--- src/rtl/flag_unit_pkg.sv ---
package flag_unit_pkg;

  // Instruction classes, in priority order after CLS_NONE (lower value wins).
  typedef enum logic [3:0] {
    CLS_NONE    = 4'd0,
    CLS_RESTORE = 4'd1,
    CLS_BRANCH  = 4'd2,
    CLS_ARITH   = 4'd3,
    CLS_CMP     = 4'd4,
    CLS_BTEST   = 4'd5,
    CLS_SETC    = 4'd6,
    CLS_CLRC    = 4'd7,
    CLS_ROTL    = 4'd8,
    CLS_ROTR    = 4'd9
  } flag_cls_e;

  localparam int NUM_STROBES = 9;

  typedef struct packed {
    logic carry;
    logic status;
  } flag_pair_t;

endpackage

--- src/rtl/flag_cls_sel.sv ---
module flag_cls_sel
  import flag_unit_pkg::*;
(
  input  logic [NUM_STROBES-1:0] strobes,  // bit 0 = highest priority
  output flag_cls_e              cls
);

  always_comb begin
    cls = CLS_NONE;
    for (int i = NUM_STROBES - 1; i >= 0; i--) begin
      if (strobes[i]) cls = flag_cls_e'(4'(i + 1));
    end
  end

endmodule

--- src/rtl/flag_next.sv ---
module flag_next
  import flag_unit_pkg::*;
#(
  parameter int DATA_W = 4
) (
  input  flag_cls_e         cls,
  input  flag_pair_t        cur,
  input  logic              alu_carry,
  input  logic              result_bit,
  input  logic [DATA_W-1:0] rot_operand,
  input  flag_pair_t        restored,
  output flag_pair_t        nxt,
  output logic              upd_carry,
  output logic              upd_status
);

  localparam int MSB = DATA_W - 1;

  // Bit that leaves the operand during a rotate through carry.
  function automatic logic shifted_out(input logic [DATA_W-1:0] v, input logic left);
    return left ? v[MSB] : v[0];
  endfunction

  always_comb begin
    nxt        = cur;
    upd_carry  = 1'b0;
    upd_status = 1'b0;
    unique case (cls)
      CLS_RESTORE: begin
        nxt        = restored;
        upd_carry  = 1'b1;
        upd_status = 1'b1;
      end
      CLS_BRANCH: begin
        nxt.status = 1'b1;
        upd_status = 1'b1;
      end
      CLS_ARITH: begin
        nxt.carry  = alu_carry;
        nxt.status = result_bit;
        upd_carry  = 1'b1;
        upd_status = 1'b1;
      end
      CLS_CMP, CLS_BTEST: begin
        nxt.status = result_bit;
        upd_status = 1'b1;
      end
      CLS_SETC: begin
        nxt.carry = 1'b1;
        upd_carry = 1'b1;
      end
      CLS_CLRC: begin
        nxt.carry = 1'b0;
        upd_carry = 1'b1;
      end
      CLS_ROTL: begin
        nxt.carry = shifted_out(rot_operand, 1'b1);
        upd_carry = 1'b1;
      end
      CLS_ROTR: begin
        nxt.carry = shifted_out(rot_operand, 1'b0);
        upd_carry = 1'b1;
      end
      default: ;
    endcase
  end

endmodule

--- src/rtl/flag_unit.sv ---
module flag_unit
  import flag_unit_pkg::*;
#(
  parameter int   DATA_W     = 4,
  parameter logic RST_CARRY  = 1'b0,
  parameter logic RST_STATUS = 1'b1
) (
  input  logic              clk,
  input  logic              rst_n,
  input  logic              rti_en,
  input  logic              br_en,
  input  logic              arith_en,
  input  logic              cmp_en,
  input  logic              btest_en,
  input  logic              setc_en,
  input  logic              clrc_en,
  input  logic              rotl_en,
  input  logic              rotr_en,
  input  logic              alu_carry,
  input  logic              result_bit,
  input  logic [DATA_W-1:0] rot_operand,
  input  logic              restore_carry,
  input  logic              restore_status,
  output logic              carry_flag,
  output logic              status_flag,
  output logic              branch_cond,
  output logic              save_carry,
  output logic              save_status
);

  localparam flag_pair_t RST_PAIR = '{carry: RST_CARRY, status: RST_STATUS};

  logic [NUM_STROBES-1:0] strobes;
  flag_cls_e              sel_cls;
  flag_pair_t             cur_q;
  flag_pair_t             nxt_d;
  flag_pair_t             restored;
  logic                   upd_carry;
  logic                   upd_status;

  // Priority order: bit 0 highest.
  assign strobes  = {rotr_en, rotl_en, clrc_en, setc_en, btest_en,
                     cmp_en, arith_en, br_en, rti_en};
  assign restored = '{carry: restore_carry, status: restore_status};

  flag_cls_sel u_sel (
    .strobes (strobes),
    .cls     (sel_cls)
  );

  flag_next #(.DATA_W(DATA_W)) u_next (
    .cls         (sel_cls),
    .cur         (cur_q),
    .alu_carry   (alu_carry),
    .result_bit  (result_bit),
    .rot_operand (rot_operand),
    .restored    (restored),
    .nxt         (nxt_d),
    .upd_carry   (upd_carry),
    .upd_status  (upd_status)
  );

  always_ff @(posedge clk) begin
    if (!rst_n) begin
      cur_q <= RST_PAIR;
    end else begin
      if (upd_carry)  cur_q.carry  <= nxt_d.carry;
      if (upd_status) cur_q.status <= nxt_d.status;
    end
  end

  assign carry_flag  = cur_q.carry;
  assign status_flag = cur_q.status;
  assign branch_cond = cur_q.status;
  assign save_carry  = cur_q.carry;
  assign save_status = cur_q.status;

endmodule

--- config.mk ---
export PLATFORM = sky130hd
export DESIGN_NAME = flag_unit
export DESIGN_NICKNAME = d
export VERILOG_FILES = /design/src/rtl/flag_unit_pkg.sv /design/src/rtl/flag_cls_sel.sv /design/src/rtl/flag_next.sv /design/src/rtl/flag_unit.sv
export SDC_FILE = /design/constraint.sdc
export NUM_CORES = 1
export LEC_CHECK = 0
export ABC_CLOCK_PERIOD_IN_PS = 1600
export BUFFER_PORTS_ARGS = -buffer_cell sky130_fd_sc_hd__buf_4
export CAP_MARGIN = 20
export CORE_AREA = 3 3 40 42
export CTS_CLUSTER_SIZE = 14
export DETAILED_ROUTE_END_ITERATION = 10
export DIE_AREA = 0 0 43 45
export PLACE_DENSITY_LB_ADDON = 0.12
export SETUP_SLACK_MARGIN = 0.02
export SLEW_MARGIN = 20
export SYNTH_ARGS = -nofsm -noshare
export SYNTH_HDL_FRONTEND = slang
export SYNTH_SLANG_ARGS = --single-unit
--- constraint.sdc ---
create_clock -name clk -period 1.6 [get_ports clk]
set_input_delay 0.08 -clock clk [delete_from_list [all_inputs] [get_ports clk]]
set_output_delay 0.08 -clock clk [all_outputs]
set_load 0.02 [all_outputs]
Word-level counts from Yosys, hierarchy flattened
Index checks and enable logic that the tools add are counted.
{ "totals": {"wordCells": 31, "inputBits": 19, "ff_bits": 2, "output_inout_bits": 5} }
{ "op_classes": {"muxes": 13, "n_reduce_logical": 7, "eq_ne": 9} }
{ "ops": {"columns": ["cell", "n"], "rows": [
  ["$mux W4", 9],
  ["$eq A4 B3 Y1 const B", 4],
  ["$eq A4 B2 Y1 const B", 2],
  ["$eq A4 B4 Y1 const B", 2],
  ["$pmux W1 S6", 1],
  ["$reduce_bool A6 Y1", 1],
  ["$reduce_or A6 Y1", 1],
  ["$reduce_or A5 Y1", 1],
  ["$eq A4 B1 Y1 const B", 1],
  ["$reduce_and A2 Y1", 2],
  ["$pmux W1 S3", 1],
  ["$reduce_bool A3 Y1", 1],
  ["$reduce_or A3 Y1", 1],
  ["$mux W1", 2]
]} }

Logic depth before layout (Yosys ltp)
{ "depth": {"ltp_word": 13, "depth_mapped": 5, "depth_no_buf": 5} }

Hierarchy
Synthesis repeated with hierarchy kept, for this count alone.
{ "unflattened": {"cells_unflattened": 52, "hier_area_um2": 361.6} }
{ "by_module_without_submodules": {"columns": ["mod", "cells_per_inst", "seq_area_each_um2", "instances", "area_per_inst_um2"], "rows": [
  ["flag_next", 29, 0.0, 1, 177.7],
  ["flag_unit", 9, 40.0, 1, 92.6],
  ["flag_cls_sel", 14, 0.0, 1, 91.3]
]} }

Least setup slack after synthesis
No wires, ideal clock.
{ "synth_path": {"path_kind": "input-to-reg", "startpoint": "input rotr_en", "endpoint": "register cur_q, in the netlist carry_flag", "setup_slack_ps": 489, "required_time_ps": 1526, "n_path_buf": 0, "setup_ps": 74, "cell_stages": 4, "t_arrival_ps": 1036, "path_cell_list": "nor2b_1 -> o21a_2 -> or4_1 -> a31oi_1"} }
{ "synth_via": {"elab_chain_len": 13, "elab_cells_between_ends": 20, "classes_between": "eq/ne: 6; mux: 11; reduce/logical: 3"} }
{ "synth_rtl": {"columns": ["element", "line_no", "source"], "rows": [
  ["from (decl)", "flag_unit.sv:18", "input logic rotr_en,"],
  ["$mux W4 * (9 in a row)", "flag_cls_sel.sv:11", "if (strobes[i]) cls = flag_cls_e'(4'(i + 1));"],
  ["$eq A4 B1 Y1 (tied with other cells)", "flag_next.sv:28", "unique case (cls)"],
  ["$reduce_or A6 Y1 (no line)", null, null],
  ["$mux W1", "flag_next.sv:28", null],
  ["$reduce_and A2 Y1 (no line)", null, null],
  ["to (decl)", "flag_unit.sv:35", "flag_pair_t cur_q;"]
]} }
Mark *: on every way between the ends. The rest lies on a longest branch, timed or not.
A chain may end at the register's enable or synchronous reset.

Final worst setup path
{ "layout_path": {"startpoint": "input arith_en", "endpoint": "register cur_q, in the netlist carry_flag"} }
{ "layout_via": {"elab_chain_len": 7, "elab_cells_between_ends": 14, "classes_between": "eq/ne: 6; mux: 5; reduce/logical: 3"} }
{ "layout_rtl": {"columns": ["element", "line_no", "source"], "rows": [
  ["from (decl)", "flag_unit.sv:12", "input logic arith_en,"],
  ["$mux W4 * (3 in a row)", "flag_cls_sel.sv:11", null],
  ["$eq A4 B1 Y1 (tied with other cells)", "flag_next.sv:28", null],
  ["$reduce_or A6 Y1 (no line)", null, null],
  ["$mux W1", "flag_next.sv:28", null],
  ["$reduce_and A2 Y1 (no line)", null, null]
]} }
Marks and branches as above.

==> flow_summary.json <==
{
  "outcome": "finished, final reports clean",
  "place_area_um2": 405,
  "antenna_left": 0,
  "path_clk_slew_ns": 0.03,
  "grt_usage_pct": 7.98,
  "crit_slowest_cell": "or4_1",
  "area_growth_pct": 70.1,
  "die_h_um": 45,
  "worstRegToRegCells": 3,
  "ioPinCount": 24,
  "fin_nets": 79,
  "ys_seq_area_share_pct": 15.9,
  "relSlewSlack_pct": 83.3,
  "drc": 0,
  "antenna_cells": 0,
  "portBuffers": 21,
  "slowest_delay_ns": 0.48,
  "cp.required_ns": 1.75,
  "ys_ff_latch": 2,
  "clock_sinks": 2,
  "cts_resized": 0,
  "hold_viol": 0,
  "clock_skew_ns": 0,
  "ir_worst_vdd_mv": 0.304,
  "start_util_pct": 19.6,
  "dr.pass1.iters": 4,
  "clockBufferDepth": 2,
  "die_w_um": 43,
  "power_density_nw_per_um2": 608,
  "overflow": 0,
  "syn_inst": 37,
  "end_kind": "register",
  "startpoint_type": "primary input",
  "htreeDepth": 1,
  "clk_latency_ns": 0.22,
  "startpoint": "arith_en",
  "cts_hold_buf": 0,
  "vias_per_cell": 4.45,
  "leakage_uw": 0.000196,
  "period_share_pct": 67.4,
  "path_cells": "buf_4, nor3_2, nand2_1, or4_1, a31oi_1",
  "yosysUniqueCellTypes": 22,
  "antenna_found_initial": 0,
  "drv_cap": 0,
  "postCtsSetupRepairBufs": 0,
  "crit_cells": 5,
  "grt_pass1_wl_um": 1120,
  "vias": 325,
  "critical_path_class": "in2reg",
  "fin_util_pct": 33.3,
  "r2r_setup_slack_ns": 0.76,
  "r2r-start": "carry_flag",
  "total_power_uw": 260,
  "wire_per_inst_um": 9.73,
  "design_area_um2": 428,
  "row_count": 13,
  "hpwl_um": 600,
  "rsz0062_at_grt": "no",
  "fin_setup_tns_ns": 0,
  "endpoint": "carry_flag",
  "fin_crit_ns": 1.08,
  "syn_area_um2": 251,
  "gp_congestion": 0.761,
  "tightest_slew_ns": 0.250,
  "drv_slew": 0,
  "hold_path_class": "in2reg",
  "die_area_um2": 1940,
  "drive_gt1_share_pct": 50.0,
  "drt_iter0_drc": 2,
  "cts_buffers": 3,
  "arrival_ns": 1.23,
  "ys_warn_count": 0,
  "synth_nets": 56,
  "post_synth.cell_area_avg_um2": 6.80,
  "grt_max_degree": 7,
  "core_um2": 1280,
  "clockRootBuffer": "clkbuf_4",
  "cts_tree": "built",
  "first_global_vias": 288,
  "max_freq_mhz": 927,
  "r2r_end": "carry_flag",
  "cp_max_fo": 4,
  "setup_viol": 0,
  "path_delay_family": "simple AND/OR/NAND/NOR gates",
  "crit_buf_inv": 1,
  "wl_um": 710
}
-- area by class of cell --
class / instances / area (um2)
clock buffer: 3 / 22.5
fill: 160 / 857
inverter: 2 / 7.51
multi-input combinational: 30 / 181
sequential: 2 / 40.0
tap: 15 / 18.8
timing repair buffer: 21 / 158
-- logic make-up after synthesis --
family,Yosys count,share of synthesized area [%]
buffers and inverters,5,11.9
DFF,2,15.9
and+or+nand+nor,20,46.3
AOI/OAI and AO/OA,10,25.9
-- worst min path at each step --
stage | startpoint | endpoint | slack, ns | cells past startpoint
2_1_floorplan | rst_n | branch_cond | 0.15 | 1
3_3_place_gp | rst_n | branch_cond | 0.29 | 2
3_5_place_dp | rst_n | branch_cond | 0.29 | 2
4_1_cts | rst_n | branch_cond | 0.05 | 2
5_1_grt | rst_n | branch_cond | 0.06 | 2
6_report | rst_n | branch_cond | 0.05 | 2
-- stage by stage --
stage	hold slack, ns	setup WS [ns]	instances
6_report	0.0538	0.522	73
5_1_grt	0.0588	0.429	73
3_3_place_gp	0.287	0.265	70
3_5_place_dp	0.290	0.308	70
2_1_floorplan	0.152	0.489	37
4_1_cts	0.0498	0.538	73
-- flip-flops by register name (all words and copies together), names as in the netlist --
signal and count:
branch_cond 1, carry_flag 1
-- placed cells by master, fill, tap and decap left out, types with 2 or more instances in the layout --
| cell | instances |
|---|---|
| nor2_1 | 6 |
| buf_4 | 21 |
| inv_1 | 2 |
| nor3_1 | 2 |
| clkbuf_4 | 3 |
| nand2_1 | 2 |
| dfxtp_1 | 2 |
| nand3_1 | 2 |
| a21oi_1 | 3 |
| o21ai_0 | 2 |
-- cell usage after synthesis (all sizes together) --
cell	number	area share (%)
nand2b	2	6.0
nor2	6	9.0
dfxtp	2	16
inv	2	3.0
and4bb	1	5.0
o21a	1	3.5
or3	1	2.5
o22ai	1	2.5
nor2b	1	2.5
nor3	3	8.0
a41o	1	4.0
nand2	2	3.0
nand3	2	4.0
a21oi	3	6.0
or4	1	3.0
a21o	1	3.5
o21ai	2	4.0
buf	3	9.0
nand4b	1	3.5
a31oi	1	2.5
-- power breakdown --
part           internal [uW]  switching [uW]
Sequential              54.3            3.66
Combinational           49.7            39.9
Clock                   82.9            29.6
Total                    187            73.2
-- metal layers --
metal	share of wire [%]	GRT usage [%]	up-vias
met3	9.2	6.77	0
met1	48	9.11	136
met4	0	1.81	0
li1	-	-	176
met2	43	11.4	13
met5	0	0	-
Power figures use the tool's default switching activity.
